## src/rtl/pwm_timer_pkg.sv

```systemverilog
package pwm_timer_pkg;

  localparam int DATA_W = 32;
  localparam int IDX_W  = 8;

  // register byte offsets
  localparam logic [7:0] OFF_PARAM   = 8'h04;
  localparam logic [7:0] OFF_GENERAL = 8'h08;
  localparam logic [7:0] OFF_CTRL    = 8'h10;
  localparam logic [7:0] OFF_COUNT   = 8'h14;
  localparam logic [7:0] OFF_MODULO  = 8'h18;
  localparam logic [7:0] OFF_CH_BASE = 8'h20;

  // channel control field positions
  localparam int FLAG_BIT  = 7;
  localparam int MODEB_BIT = 5;
  localparam int MODEA_BIT = 4;
  localparam int LVL_LSB   = 2;

  localparam logic [1:0] LVL_NORMAL = 2'b10;
  localparam logic [1:0] LVL_INVERT = 2'b01;
  localparam logic [1:0] RUN_TICK   = 2'd1;

  typedef struct packed {
    logic              wrCount;
    logic              wrModulo;
    logic              wrValue;
    logic              clrFlag;
    logic [IDX_W-1:0]  chIdx;
    logic [DATA_W-1:0] wrData;
  } tmr_strobe_t;

endpackage

```

## src/rtl/pwm_timer_ctrl.sv

```systemverilog
module pwm_timer_ctrl
  import pwm_timer_pkg::*;
#(
  parameter int NUM_CH = 4,
  parameter int CNT_W  = 16,
  parameter int PS_W   = 3,
  parameter int ADDR_W = 8
) (
  input  logic                    clk,
  input  logic                    rstN,
  input  logic [ADDR_W-1:0]       regAddr,
  input  logic                    regWrEn,
  input  logic [DATA_W-1:0]       regWrData,
  output logic [DATA_W-1:0]       regRdData,
  input  logic [CNT_W-1:0]        cntVal,
  input  logic [CNT_W-1:0]        modActive,
  input  logic [NUM_CH*CNT_W-1:0] valActive,
  input  logic [NUM_CH-1:0]       flags,
  output tmr_strobe_t             strobe,
  output logic [PS_W-1:0]         divSel,
  output logic [1:0]              runMode,
  output logic [NUM_CH*2-1:0]     levelSel,
  output logic [NUM_CH-1:0]       modeB
);

  localparam int CH_SPAN = NUM_CH * 8;

  logic [ADDR_W-1:0] chOff;
  logic [IDX_W-1:0]  chIdxW;
  logic              inChRange;
  logic              isChCtrl;
  logic              isChVal;
  logic              hitParam, hitGeneral, hitCtrl, hitCount, hitModulo;

  logic [PS_W-1:0]   divSelQ;
  logic [1:0]        runModeQ;
  logic [DATA_W-1:0] generalQ;
  logic [1:0]        lvlQ   [NUM_CH];
  logic              modeAQ [NUM_CH];
  logic              modeBQ [NUM_CH];

  assign chOff     = regAddr - ADDR_W'(OFF_CH_BASE);
  assign chIdxW    = IDX_W'(chOff >> 3);
  assign inChRange = (regAddr >= ADDR_W'(OFF_CH_BASE)) &&
                     (chOff < ADDR_W'(CH_SPAN)) && (regAddr[1:0] == 2'b00);
  assign isChCtrl  = inChRange && !regAddr[2];
  assign isChVal   = inChRange &&  regAddr[2];

  assign hitParam   = (regAddr == ADDR_W'(OFF_PARAM));
  assign hitGeneral = (regAddr == ADDR_W'(OFF_GENERAL));
  assign hitCtrl    = (regAddr == ADDR_W'(OFF_CTRL));
  assign hitCount   = (regAddr == ADDR_W'(OFF_COUNT));
  assign hitModulo  = (regAddr == ADDR_W'(OFF_MODULO));

  // strobes toward the datapath
  always_comb begin
    strobe          = '0;
    strobe.wrCount  = regWrEn && hitCount;
    strobe.wrModulo = regWrEn && hitModulo;
    strobe.wrValue  = regWrEn && isChVal;
    strobe.clrFlag  = regWrEn && isChCtrl && regWrData[FLAG_BIT];
    strobe.chIdx    = chIdxW;
    strobe.wrData   = regWrData;
  end

  // shared control and general register
  always_ff @(posedge clk or negedge rstN) begin
    if (!rstN) begin
      divSelQ  <= '0;
      runModeQ <= '0;
      generalQ <= '0;
    end else if (regWrEn) begin
      if (hitCtrl) begin
        divSelQ  <= regWrData[PS_W-1:0];
        runModeQ <= regWrData[PS_W+1:PS_W];
      end
      if (hitGeneral) generalQ <= regWrData;
    end
  end

  // per-channel configuration
  for (genvar g = 0; g < NUM_CH; g++) begin : g_chCfg
    always_ff @(posedge clk or negedge rstN) begin
      if (!rstN) begin
        lvlQ[g]   <= '0;
        modeAQ[g] <= 1'b0;
        modeBQ[g] <= 1'b0;
      end else if (regWrEn && isChCtrl && chIdxW == IDX_W'(g)) begin
        lvlQ[g]   <= regWrData[LVL_LSB+1:LVL_LSB];
        modeAQ[g] <= regWrData[MODEA_BIT];
        modeBQ[g] <= regWrData[MODEB_BIT];
      end
    end
    assign levelSel[2*g +: 2] = lvlQ[g];
    assign modeB[g]           = modeBQ[g];
  end

  assign divSel  = divSelQ;
  assign runMode = runModeQ;

  // read multiplexer
  always_comb begin
    regRdData = '0;
    if (hitParam)   regRdData = DATA_W'(8'(NUM_CH));
    if (hitGeneral) regRdData = generalQ;
    if (hitCtrl)    regRdData = DATA_W'({runModeQ, divSelQ});
    if (hitCount)   regRdData = DATA_W'(cntVal);
    if (hitModulo)  regRdData = DATA_W'(modActive);
    for (int i = 0; i < NUM_CH; i++) begin
      if (isChCtrl && chIdxW == IDX_W'(i))
        regRdData = DATA_W'({flags[i], 1'b0, modeBQ[i], modeAQ[i], lvlQ[i], 2'b00});
      if (isChVal && chIdxW == IDX_W'(i))
        regRdData = DATA_W'(valActive[i*CNT_W +: CNT_W]);
    end
  end

endmodule

```

## src/rtl/pwm_timer_datapath.sv

```systemverilog
module pwm_timer_datapath
  import pwm_timer_pkg::*;
#(
  parameter int NUM_CH = 4,
  parameter int CNT_W  = 16,
  parameter int PS_W   = 3
) (
  input  logic                    clk,
  input  logic                    rstN,
  input  tmr_strobe_t             strobe,
  input  logic [PS_W-1:0]         divSel,
  input  logic [1:0]              runMode,
  input  logic [NUM_CH*2-1:0]     levelSel,
  input  logic [NUM_CH-1:0]       modeB,
  output logic [CNT_W-1:0]        cntVal,
  output logic [CNT_W-1:0]        modActive,
  output logic [NUM_CH*CNT_W-1:0] valActive,
  output logic [NUM_CH-1:0]       flags,
  output logic [NUM_CH-1:0]       pwmOut
);

  localparam int PRE_W = (1 << PS_W) - 1;

  logic [PRE_W-1:0] preCnt;
  logic [PRE_W-1:0] preLimit;
  logic             running;
  logic             bufHold;
  logic             tick;
  logic             wrap;
  logic [CNT_W-1:0] cntQ;
  logic [CNT_W-1:0] modPend;
  logic [CNT_W-1:0] modAct;
  logic [CNT_W-1:0] wrVal;

  assign running  = (runMode == RUN_TICK);
  assign bufHold  = (runMode != 2'd0);
  assign preLimit = ~({PRE_W{1'b1}} << divSel);
  assign tick     = running && (preCnt == preLimit);
  assign wrap     = tick && (cntQ == modAct);
  assign wrVal    = strobe.wrData[CNT_W-1:0];

  // prescaler
  always_ff @(posedge clk or negedge rstN) begin
    if (!rstN)                            preCnt <= '0;
    else if (!running || strobe.wrCount)  preCnt <= '0;
    else if (tick)                        preCnt <= '0;
    else                                  preCnt <= preCnt + PRE_W'(1);
  end

  // shared counter
  always_ff @(posedge clk or negedge rstN) begin
    if (!rstN)               cntQ <= '0;
    else if (strobe.wrCount) cntQ <= '0;
    else if (tick)           cntQ <= wrap ? '0 : cntQ + CNT_W'(1);
  end

  // period register pair
  always_ff @(posedge clk or negedge rstN) begin
    if (!rstN) begin
      modPend <= '0;
      modAct  <= '0;
    end else begin
      if (strobe.wrModulo) modPend <= wrVal;
      if (strobe.wrModulo && !bufHold) modAct <= wrVal;
      else if (wrap)                   modAct <= modPend;
    end
  end

  // channels
  for (genvar g = 0; g < NUM_CH; g++) begin : g_ch
    logic [CNT_W-1:0] valPend;
    logic [CNT_W-1:0] valAct;
    logic             flagQ;
    logic             hitMe;
    logic             below;
    logic [1:0]       lvl;

    assign hitMe = (strobe.chIdx == IDX_W'(g));
    assign below = (cntQ < valAct);
    assign lvl   = levelSel[2*g +: 2];

    always_ff @(posedge clk or negedge rstN) begin
      if (!rstN) begin
        valPend <= '0;
        valAct  <= '0;
      end else begin
        if (strobe.wrValue && hitMe) valPend <= wrVal;
        if (strobe.wrValue && hitMe && !bufHold) valAct <= wrVal;
        else if (wrap)                           valAct <= valPend;
      end
    end

    always_ff @(posedge clk or negedge rstN) begin
      if (!rstN)                           flagQ <= 1'b0;
      else if (tick && cntQ == valAct)     flagQ <= 1'b1;
      else if (strobe.clrFlag && hitMe)    flagQ <= 1'b0;
    end

    always_comb begin
      pwmOut[g] = 1'b0;
      if (modeB[g]) begin
        if (lvl == LVL_NORMAL)      pwmOut[g] = below;
        else if (lvl == LVL_INVERT) pwmOut[g] = ~below;
      end
    end

    assign valActive[g*CNT_W +: CNT_W] = valAct;
    assign flags[g] = flagQ;
  end

  assign cntVal    = cntQ;
  assign modActive = modAct;

endmodule

```

## src/rtl/pwm_shared_timer.sv

```systemverilog
module pwm_shared_timer
  import pwm_timer_pkg::*;
#(
  parameter int NUM_CH = 4,
  parameter int CNT_W  = 16,
  parameter int PS_W   = 3,
  parameter int ADDR_W = 8
) (
  input  logic              clk,
  input  logic              rstN,
  input  logic [ADDR_W-1:0] regAddr,
  input  logic              regWrEn,
  input  logic [31:0]       regWrData,
  output logic [31:0]       regRdData,
  output logic [NUM_CH-1:0] pwmOut,
  output logic [NUM_CH-1:0] chFlag
);

  tmr_strobe_t             strobe;
  logic [PS_W-1:0]         divSel;
  logic [1:0]              runMode;
  logic [NUM_CH*2-1:0]     levelSel;
  logic [NUM_CH-1:0]       modeB;
  logic [CNT_W-1:0]        cntVal;
  logic [CNT_W-1:0]        modActive;
  logic [NUM_CH*CNT_W-1:0] valActive;

  pwm_timer_ctrl #(
    .NUM_CH(NUM_CH), .CNT_W(CNT_W), .PS_W(PS_W), .ADDR_W(ADDR_W)
  ) u_ctrl (
    .clk(clk), .rstN(rstN),
    .regAddr(regAddr), .regWrEn(regWrEn), .regWrData(regWrData),
    .regRdData(regRdData),
    .cntVal(cntVal), .modActive(modActive), .valActive(valActive),
    .flags(chFlag),
    .strobe(strobe), .divSel(divSel), .runMode(runMode),
    .levelSel(levelSel), .modeB(modeB)
  );

  pwm_timer_datapath #(
    .NUM_CH(NUM_CH), .CNT_W(CNT_W), .PS_W(PS_W)
  ) u_dp (
    .clk(clk), .rstN(rstN),
    .strobe(strobe), .divSel(divSel), .runMode(runMode),
    .levelSel(levelSel), .modeB(modeB),
    .cntVal(cntVal), .modActive(modActive), .valActive(valActive),
    .flags(chFlag), .pwmOut(pwmOut)
  );

endmodule

```

## config.mk

```make
export PLATFORM = sky130hd
export DESIGN_NAME = pwm_shared_timer
export DESIGN_NICKNAME = d
export VERILOG_FILES = /design/src/rtl/pwm_timer_pkg.sv /design/src/rtl/pwm_timer_ctrl.sv /design/src/rtl/pwm_timer_datapath.sv /design/src/rtl/pwm_shared_timer.sv
export SDC_FILE = /design/constraint.sdc
export NUM_CORES = 1
export LEC_CHECK = 0
export BUFFER_PORTS_ARGS = -buffer_cell sky130_fd_sc_hd__buf_2
export CELL_PAD_IN_SITES_DETAIL_PLACEMENT = 1
export CELL_PAD_IN_SITES_GLOBAL_PLACEMENT = 2
export CORE_MARGIN = 2
export CORE_UTILIZATION = 41
export DETAILED_ROUTE_END_ITERATION = 12
export GPL_ROUTABILITY_DRIVEN = 0
export PLACE_DENSITY_LB_ADDON = 0.1
export SETUP_SLACK_MARGIN = 0.1
export SYNTH_ARGS = -nofsm -noshare
export SYNTH_HDL_FRONTEND = slang
export SYNTH_SLANG_ARGS = --single-unit
```

## constraint.sdc

```tcl
create_clock -name clk -period 3.3 [get_ports clk]
set_input_delay 0.66 -clock clk [delete_from_list [all_inputs] [get_ports clk]]
set_output_delay 0.66 -clock clk [all_outputs]
set_load 0.02 [all_outputs]
```

# After elaboration in Yosys (flattened, before gate mapping)
# Index checks and enable logic that the tools add are counted.
dict set report op_classes {
  n_addsub 3
  order_cmp 6
  eq_ne 23
  shifts 1
  mux 48
  bitwise 5
  reduce_logical 59
}
# op n
set ops {}
lappend ops {{2-to-1 mux 32 bit} 12}
lappend ops {{2-to-1 mux 16 bit} 13}
lappend ops {{equality test 16 bit} 5}
lappend ops {{less-than comparator 16 bit} 4}
lappend ops {{logical AND 1 bit} 40}
lappend ops {{equality test 8 x 5 -> 1 bit, second input constant} 3}
lappend ops {{nonzero test 2 bit} 11}
lappend ops {{2-to-1 mux 1 bit} 20}
lappend ops {{adder 16 x 1 -> 16 bit, second input constant} 1}
lappend ops {{2-to-1 mux 7 bit} 2}
lappend ops {{equality test 2 x 1 -> 1 bit, second input constant} 5}
lappend ops {{equality test 5 x 2 -> 1 bit, second input constant} 2}
lappend ops {{equality test 2 bit, second input constant} 4}
lappend ops {{equality test 8 x 3 -> 1 bit, second input constant} 1}
lappend ops {{equality test 8 x 4 -> 1 bit, second input constant} 1}
lappend ops {{greater-or-equal comparator 8 x 6 -> 1 bit, second input constant} 1}
lappend ops {{logical NOT 8 bit} 1}
lappend ops {{less-than comparator 8 x 6 -> 1 bit, second input constant} 1}
lappend ops {{subtractor 8 x 6 -> 8 bit, second input constant} 1}
lappend ops {{adder 7 x 1 -> 7 bit, second input constant} 1}
lappend ops {{equality test 7 bit} 1}
lappend ops {{NOT 7 bit} 1}
lappend ops {{<< shifter 7 x 3 -> 7 bit, first input constant} 1}
lappend ops {{equality test 5 x 1 -> 1 bit, second input constant} 1}
lappend ops {{6 further kinds} 12}
dict set report totals {
  reg_bits 240
  in_bits 43
  out_inout_bits 40
  wordCells 176
}

# Longest topological paths before layout
# Gate-level depths: netlist of the first run.
dict set report logic_depth {
  word_depth 14
  mapped_depth 10
  ltp_nobuf 8
}

# Hierarchy
# From an unflattened synthesis of the first run, not the netlist that was laid out.
dict set report unflattened {
  hier_cells 1349
  area_unflattened_um2 13731.9
}
# module instances cells_per_inst area_each_um2 seq_area_each_um2
set by_module_without_submodules {}
lappend by_module_without_submodules {pwm_timer_datapath 1 942 9830.7 4679.5}
lappend by_module_without_submodules {pwm_timer_ctrl 1 407 3901.2 1326.3}

# Least setup slack after synthesis of the first run
# Ideal clock, no wire load.
dict set report synth_path {
  path_type {in2out}
  from {input regAddr[6]}
  to {output regRdData[15]}
  arrival_ns 2.293
  required_ns 2.640
  slack_ns 0.347
  stages 7
  n_path_buf 1
  path_cell_list {inv_1 -> ha_1 -> and3_1 -> nand3_2 -> clkbuf_1 -> nor3_2 -> a221o_1}
}
dict set report synth_via {
  elab_chain_len 14
  elab_cells_between_ends 35
  classes_between {add/sub (1); order compare (2); eq/ne (7); mux (12); reduce/logical (13)}
}
# element line_no
set synth_rtl {}
lappend synth_rtl {{start, declared} pwm_shared_timer.sv:11} ;# input logic [ADDR_W-1:0] regAddr,
lappend synth_rtl {{subtractor 8 x 6 -> 8 bit} pwm_timer_ctrl.sv:42} ;# assign chOff = regAddr - ADDR_W'(OFF_CH_BASE);
lappend synth_rtl {{less-than comparator 8 x 6 -> 1 bit} pwm_timer_ctrl.sv:45} ;# (chOff < ADDR_W'(CH_SPAN)) && (regAddr[1:0] == 2'b00);
lappend synth_rtl {{logical AND 1 bit} pwm_timer_ctrl.sv:44} ;# assign inChRange = (regAddr >= ADDR_W'(OFF_CH_BASE)) &&
lappend synth_rtl {{logical AND 1 bit} pwm_timer_ctrl.sv:45}
lappend synth_rtl {{logical AND 1 bit} pwm_timer_ctrl.sv:46} ;# assign isChCtrl = inChRange && !regAddr[2];
lappend synth_rtl {{logical AND 1 bit} pwm_timer_ctrl.sv:110} ;# if (isChCtrl && chIdxW == IDX_W'(i))
lappend synth_rtl {{2-to-1 mux 32 bit} pwm_timer_ctrl.sv:110}
lappend synth_rtl {{2-to-1 mux 32 bit} pwm_timer_ctrl.sv:112} ;# if (isChVal && chIdxW == IDX_W'(i))
lappend synth_rtl {{2-to-1 mux 32 bit} pwm_timer_ctrl.sv:110}
lappend synth_rtl {{2-to-1 mux 32 bit} pwm_timer_ctrl.sv:112}
lappend synth_rtl {{2-to-1 mux 32 bit} pwm_timer_ctrl.sv:110}
lappend synth_rtl {{2-to-1 mux 32 bit} pwm_timer_ctrl.sv:112}
lappend synth_rtl {{2-to-1 mux 32 bit} pwm_timer_ctrl.sv:110}
lappend synth_rtl {{2-to-1 mux 32 bit *} pwm_timer_ctrl.sv:112}
lappend synth_rtl {{end, declared} pwm_shared_timer.sv:14} ;# output logic [31:0] regRdData,
# Mark *: on every way between the ends. The rest lies on a longest branch, timed or not.

# Worst setup path after layout of the first run
dict set report layout_path {
  from {register u_dp.cntQ[4], in the netlist u_dp.cntVal[4]}
  to {output pwmOut[2]}
}
dict set report layout_via {
  elab_chain_len 5
}
# element line_no
set layout_rtl {}
lappend layout_rtl {{start, declared} pwm_timer_datapath.sv:30} ;# logic [CNT_W-1:0] cntQ;
lappend layout_rtl {{start signal, assigned} pwm_timer_datapath.sv:54} ;# else if (tick) cntQ <= wrap ? '0 : cntQ + CNT_W'(1);
lappend layout_rtl {{less-than comparator 16 bit *} pwm_timer_datapath.sv:79} ;# assign below = (cntQ < valAct);
lappend layout_rtl {{NOT 1 bit} pwm_timer_datapath.sv:103} ;# else if (lvl == LVL_INVERT) pwmOut[g] = ~below;
lappend layout_rtl {{2-to-1 mux 1 bit} pwm_timer_datapath.sv:103}
lappend layout_rtl {{2-to-1 mux 1 bit *} pwm_timer_datapath.sv:102} ;# if (lvl == LVL_NORMAL) pwmOut[g] = below;
lappend layout_rtl {{2-to-1 mux 1 bit *} pwm_timer_datapath.sv:101} ;# if (modeB[g]) begin
lappend layout_rtl {{end, declared} pwm_shared_timer.sv:15} ;# output logic [NUM_CH-1:0] pwmOut,
# Marked as above.

==> results of run 1 <==
## routing by layer
layer | global-route usage [%] | up-vias | part of all wire, %
met3 | 4.29 | 68 | 5.3
met2 | 41.3 | 274 | 43
met4 | 7.62 | 0 | 2.8
met5 | 0 | - | 0
li1 | - | 4968 | -
met1 | 41.9 | 5689 | 49
## cells in the mapped netlist (all sizes together), types with 17 or more instances
| cell type | number |
|---|---|
| mux2 | 140 |
| dfrtp | 240 |
| ha | 68 |
| buf | 43 |
| clkbuf | 49 |
| inv | 81 |
| nand3 | 72 |
| mux2i | 30 |
| xor2 | 20 |
| xnor2 | 17 |
| a21oi | 41 |
| nor2 | 57 |
| a22oi | 69 |
| nand2 | 95 |
| and3 | 21 |
| o21ai | 51 |
| nor3 | 22 |
## timing repair
item / CTS / global route
pin swaps: 16 / 11
gates resized for setup: 54 / 50
gates cloned: 0 / 0
setup buffers: 13 / 15
setup endpoints to repair: 11 / 48
## worst max-delay path by stage
stage	from	endpoint	slack, ps	cells past startpoint
final	u_dp.cntVal[4]	pwmOut[2]	-120	10
after global routing	u_dp.g_ch[1].valAct[7]	pwmOut[1]	-230	10
after CTS	u_dp.g_ch[1].valAct[11]	pwmOut[1]	-150	10
after detailed placement	u_dp.cntVal[4]	u_dp.modActive[0]	50	7
after global placement	u_dp.cntVal[4]	u_dp.modActive[2]	70	7
after floorplan	regAddr[6]	regRdData[15]	350	7
## logic make-up (layout without fill, tap and decap cells)
group,Yosys count,after routing,synth area share (%)
flip-flops,240,240,44.6
multiplexers,171,171,14.1
AO/OA/AOI/OAI,249,249,13.0
AND/OR/NAND/NOR,355,355,14.2
adder cells (fa/ha/maj),68,68,6.32
XOR/XNOR,37,37,2.41
buffers and inverters,173,333,5.46
## sequential cells by signal (all words and copies together) (netlist names)
signal             count
u_ctrl.modeB           4
u_dp.modPend          16
u_dp.g_ch.valPend     64
u_dp.cntVal           16
u_ctrl.generalQ       32
u_ctrl.modeAQ          4
u_ctrl.divSel          3
u_ctrl.runMode         2
u_dp.g_ch.valAct      64
u_dp.modActive        16
u_dp.g_ch.flagQ        4
u_dp.preCnt            7
u_ctrl.levelSel        8
## power breakdown
| group | leakage [nW] | switching, W | total (W) | internal [W] |
|---|---|---|---|---|
| combinational | 4.08 | 0.000666 | 0.00118 | 0.000518 |
| sequential | 3.27 | 0.000118 | 0.00317 | 0.00305 |
| clock | 0.449 | 0.00129 | 0.00311 | 0.00182 |
## final cells by class
class,instances,area share (%)
clock buffers,44,5.15
clock inverters,6,0.506
repair buffers,202,8.72
multi-input cells,880,43.4
flip-flops and latches,240,37.0
inverters,81,1.86
well taps,442,3.39
## metrics by stage
stage          power, W  std cells
3_3_place_gp    0.00422       1817
4_1_cts         0.00742       1880
5_1_grt         0.00778       1895
6_report        0.00747       1895
3_5_place_dp    0.00424       1817
2_1_floorplan   0.00377       1293
==> impl_metrics.toml, run 1 <==
[run_status]
status = "finished with violations"
failed_checks = "negative setup slack"

[worst_setup_path]
critPathTopFamily = "compound AO/OA/AOI/OAI gates"
worst_r2r_endpoint = "u_dp.modActive[15]"
rr_startpoint = "u_dp.cntVal[5]"
crit_slowest_cell = "dfrtp_2"
crit_required_ps = 2640
critPathArrivalTime_ps = 2760
worstSetupPathType = "flop to output pin"
reg2reg_slack_ps = 340
path_cells = "buf_4 -> ha_1 -> o21ai_1 -> nand2b_1 -> a21oi_2 -> a211oi_2 -> a2111oi_2 -> buf_4 -> mux2i_4 -> buf_6"
cpMostUsedCell = "buf_4"
path_buf_inv = 3
cp-end-kind = "output pin"
start_kind = "flop"
slowest_delay_ps = 430
crit_path_max_fanout = 3
rr_worst_depth = 8

[hold_path]
hp-class = "input port to asynchronous set/reset pin"

[cells_and_area]
antennaDiodeCount = 0
multi_input_area_um2 = 7090
utilization_pct = 50.3
finish.instance_area_um2 = 16300
drive_gt1_share_pct = 33.6
final_common_cell = "dfrtp_1"
final_nets = 1544
fillers = 3532
register_area_um2 = 6030
area_growth_pct = 21.2
mostFrequentLayoutCells = "dfrtp_1 (218), mux2_2 (140), buf_4 (111), nand2_1 (92), buf_2 (77)"

[placed_design]
pre_cts_slack_ps = 45.3
postPlaceCellArea_um2 = 14800
io_buffers = 82
dp_hpwl_mm = 35.1

[route]
wire_per_inst_um = 24.9
via_per_inst = 5.80
dr.pass1.iters = 8
postRouteAntennaNets = 0
drc = 0
vias = 11000
dr.first_iter.drc_count = 722
routed_wl_mm = 47.2

[global_route]
first_global_vias = 11300
grt.total_usage_pct = 27.8
grt-ovfl-total = 0
antenna_found_initial = 0
grt_pass1_wl_mm = 70.8
grt_max_degree = 80

[die]
die_x_um = 185
coreArea_um2 = 32500
row_count = 66
io_pins = 83
dieArea_um2 = 34300
die_height_um = 185
start_util_pct = 41.5

[logic_synthesis]
synthArstFlopShare_pct = 100
synth-main-ff-cell = "dfrtp_1"
avgSynthCellArea_um2 = 10.4
synthCells = 1293
synth_top_area_share_pct = 44.6
synth_edf_count = 0
synth_area_leader_cell = "dfrtp_1"
synthesis.nets = 1404
ys_types = 76
syn_area_um2 = 13500
ys_warn_count = 0
ys_ff_latch = 240
synth-seq-area-share_pct = 44.6
ys_top_cells_by_area = "dfrtp_1 (45%), mux2_2 (12%), ha_1 (6.3%), a22oi_1 (3.8%), nand3_1 (2.6%)"

[clock_tree]
path_clk_slew_ps = 60
root_buffer = "clkbuf_16"
clk_latency_ps = 580
postCtsHoldBufs = 0
numCtsBuffers = 28
tritoncts = "built"
clock_sinks = 240
clockBufferDepth = 3
cts_max_level = 1

[timing]
tns_ps = -273
slew_headroom_pct = 51.5
report.final.hold_viol_count = 0
setup_slack_ps = -124
fmax_ghz = 0.292
skew_ps = 22.8
rsz0062_at_grt = "yes"
setup_viol = 4
worstMarginPinSlew_ps = 727
slew_violations = 0
hold_ws_ps = 61.9
finalCritPeriodShare_pct = 104
min_period_ps = 3420

[job]
drv_cap = 0

[pwr]
power.density_nw_per_um2 = 457
leakage_nw = 7.80
ir_worst_vdd_mv = 0.416
(Power assumes the default switching activity.)
==> inputs of run 2 (changes only) <==
--- a/config.mk
+++ b/config.mk
@@ -8,8 +8,7 @@
 export BUFFER_PORTS_ARGS = -buffer_cell sky130_fd_sc_hd__buf_2
 export CELL_PAD_IN_SITES_DETAIL_PLACEMENT = 1
 export CELL_PAD_IN_SITES_GLOBAL_PLACEMENT = 2
-export CORE_MARGIN = 2
-export CORE_UTILIZATION = 41
+export CORE_UTILIZATION = 37
 export DETAILED_ROUTE_END_ITERATION = 12
 export GPL_ROUTABILITY_DRIVEN = 0
 export PLACE_DENSITY_LB_ADDON = 0.1
==> constraint.sdc (replaced) <==
create_clock -name clk -period 3.09 [get_ports clk]
set_input_delay 0.618 -clock clk [delete_from_list [all_inputs] [get_ports clk]]
set_output_delay 0.618 -clock clk [all_outputs]
set_load 0.02 [all_outputs]
==> run 2 against run 1 <==
  * The run ends with design-rule violations, negative setup slack left
  * Routed wire length grew 6.2%
  * Clock power grew 11%
  * Cell area grew 2.1%
==> impl_metrics.toml, run 2 (synthesis gave the netlist of run 1 again) <==
[timing]
setup_slack_ps = -339
setup_viol = 4
finalCritPeriodShare_pct = 111
fmax_ghz = 0.292
report.final.hold_viol_count = 0
rsz0062_at_grt = "yes"
slew_headroom_pct = 52.3
tns_ps = -1120
hold_ws_ps = 37.1
skew_ps = 39.5
worstMarginPinSlew_ps = 715
slew_violations = 0
min_period_ps = 3430

[global_route]
grt.total_usage_pct = 27.5
grt-ovfl-total = 0
first_global_vias = 11500
antenna_found_initial = 1
grt_pass1_wl_mm = 75.0
grt_max_degree = 78

[die]
die_height_um = 193
die_x_um = 193
dieArea_um2 = 37200
start_util_pct = 37.8
io_pins = 83
coreArea_um2 = 35700
row_count = 69

[worst_setup_path]
path_buf_inv = 2
slowest_delay_ps = 490
critPathArrivalTime_ps = 2810
cp-end-kind = "output pin"
reg2reg_slack_ps = 320
worstSetupPathType = "flop to output pin"
crit_required_ps = 2470
critPathTopFamily = "compound AO/OA/AOI/OAI gates"
path_depth = 8
crit_slowest_cell = "dfrtp_2"
path_cells = "ha_1 -> and4_1 -> a21oi_2 -> a21boi_2 -> a2111oi_4 -> buf_4 -> mux2i_1 -> buf_4"
crit_path_max_fanout = 5
start_kind = "flop"
cpMostUsedCell = "buf_4"
rr_worst_depth = 11

[route]
dr.first_iter.drc_count = 639
vias = 11100
drc = 4
via_per_inst = 5.72
dr.pass1.iters = 9
postRouteAntennaNets = 0
wire_per_inst_um = 25.8
routed_wl_mm = 50.1

[clock_tree]
clock_sinks = 240
numCtsBuffers = 29
clockBufferDepth = 3
postCtsHoldBufs = 0
tritoncts = "built"
path_clk_slew_ps = 60
clk_latency_ps = 600
root_buffer = "clkbuf_16"
cts_max_level = 1

[cells_and_area]
final_nets = 1570
top_regs = "u_dp.g_ch.valAct x64, u_dp.g_ch.valPend x64, u_ctrl.generalQ x32"
fillers = 3928
drive_gt1_share_pct = 34.6
area_growth_pct = 23.7
final_common_cell = "dfrtp_1"
mostFrequentLayoutCells = "dfrtp_1 (228), mux2_2 (140), buf_4 (132), nand2_1 (93), inv_1 (71)"
utilization_pct = 46.7
antennaDiodeCount = 0

[pwr]
ir_worst_vdd_mv = 0.467
power.density_nw_per_um2 = 490
leakage_nw = 7.97

[hold_path]
hp-class = "input port to asynchronous set/reset pin"

[job]
drv_cap = 0

[placed_design]
io_buffers = 82
dp_hpwl_mm = 37.2

[run_status]
failed_checks = "design-rule violations, negative setup slack"
status = "finished with violations"
run 2: cell types whose count changed in the layout (fill, tap and decap cells not counted), sizes merged:
cell	previous run	this run
buf	202	227
clkbuf	44	45
clkinvlp	1	3
run 2: timing repair:
action | 4_1_cts | 5_1_grt
setup endpoints to repair | 21 | 26
pin swaps | 18 | 18
setup buffers | 15 | 14
resized for setup | 78 | 41
cloned | 1 | 0
run 2: per-layer routing:
| metal | global-route usage [%] | part of all wire (%) | vias to the layer above |
|---|---|---|---|
| met4 | 8.18 | 3.1 | 2 |
| met5 | 0 | 0.018 | - |
| li1 | - | - | 5016 |
| met3 | 4.89 | 5.7 | 84 |
| met1 | 40.2 | 48 | 5703 |
| met2 | 41.0 | 43 | 306 |
run 2: worst paths after layout:
kind,start,end
max,u_dp.cntVal[11],pwmOut[2]
max in group asynchronous,rstN,u_dp.g_ch[3].valPend[11]
max reg2reg,u_dp.cntVal[10],u_dp.g_ch[2].valAct[4]
min in group clk,regWrData[17],u_ctrl.generalQ[17]
min reg2reg,u_ctrl.generalQ[28],u_ctrl.generalQ[28]
min,rstN,u_ctrl.modeB[1]
run 2: cell type report:
type / count / area, um^2 / area share (%)
Tap cell: 461 / 577 / 3.46
Sequential cell: 240 / 6020 / 36.1
Inverter: 81 / 308 / 1.85
Timing Repair Buffer: 227 / 1710 / 10.3
Clock inverter: 8 / 85.1 / 0.511
Multi-Input combinational cell: 880 / 7090 / 42.6
Clock buffer: 45 / 866 / 5.20
run 2: metrics by stage:
stage                     setup WS [ps]  area (um^2)  cells  total power [W]
after floorplan                     221        13500   1293          0.00403
after global placement             -295        15000   1859          0.00457
after detailed placement           -309        15000   1859          0.00459
after CTS                          -319        16400   1928          0.00814
after global routing               -437        16700   1942          0.00846
final                              -339        16700   1942          0.00816
run 2: worst register-to-register path: stages (launching register included):
cell,delay [ps]
dfrtp_2,460
buf_4,150
buf_4,140
xor2_1,160
nor4_1,380
nand4_1,140
buf_4,170
and4bb_2,320
buf_12,260
buf_4,290
a22oi_1,120
nand2_1,100
run 2: power by group:
| group | leakage [nW] | internal (W) | total, W | switching, W |
|---|---|---|---|---|
| clock network | 0.464 | 0.00201 | 0.00344 | 0.00143 |
| logic | 4.22 | 0.000575 | 0.00133 | 0.000754 |
| registers | 3.28 | 0.00326 | 0.00340 | 0.000138 |
| total | 7.97 | 0.00584 | 0.00816 | 0.00232 |
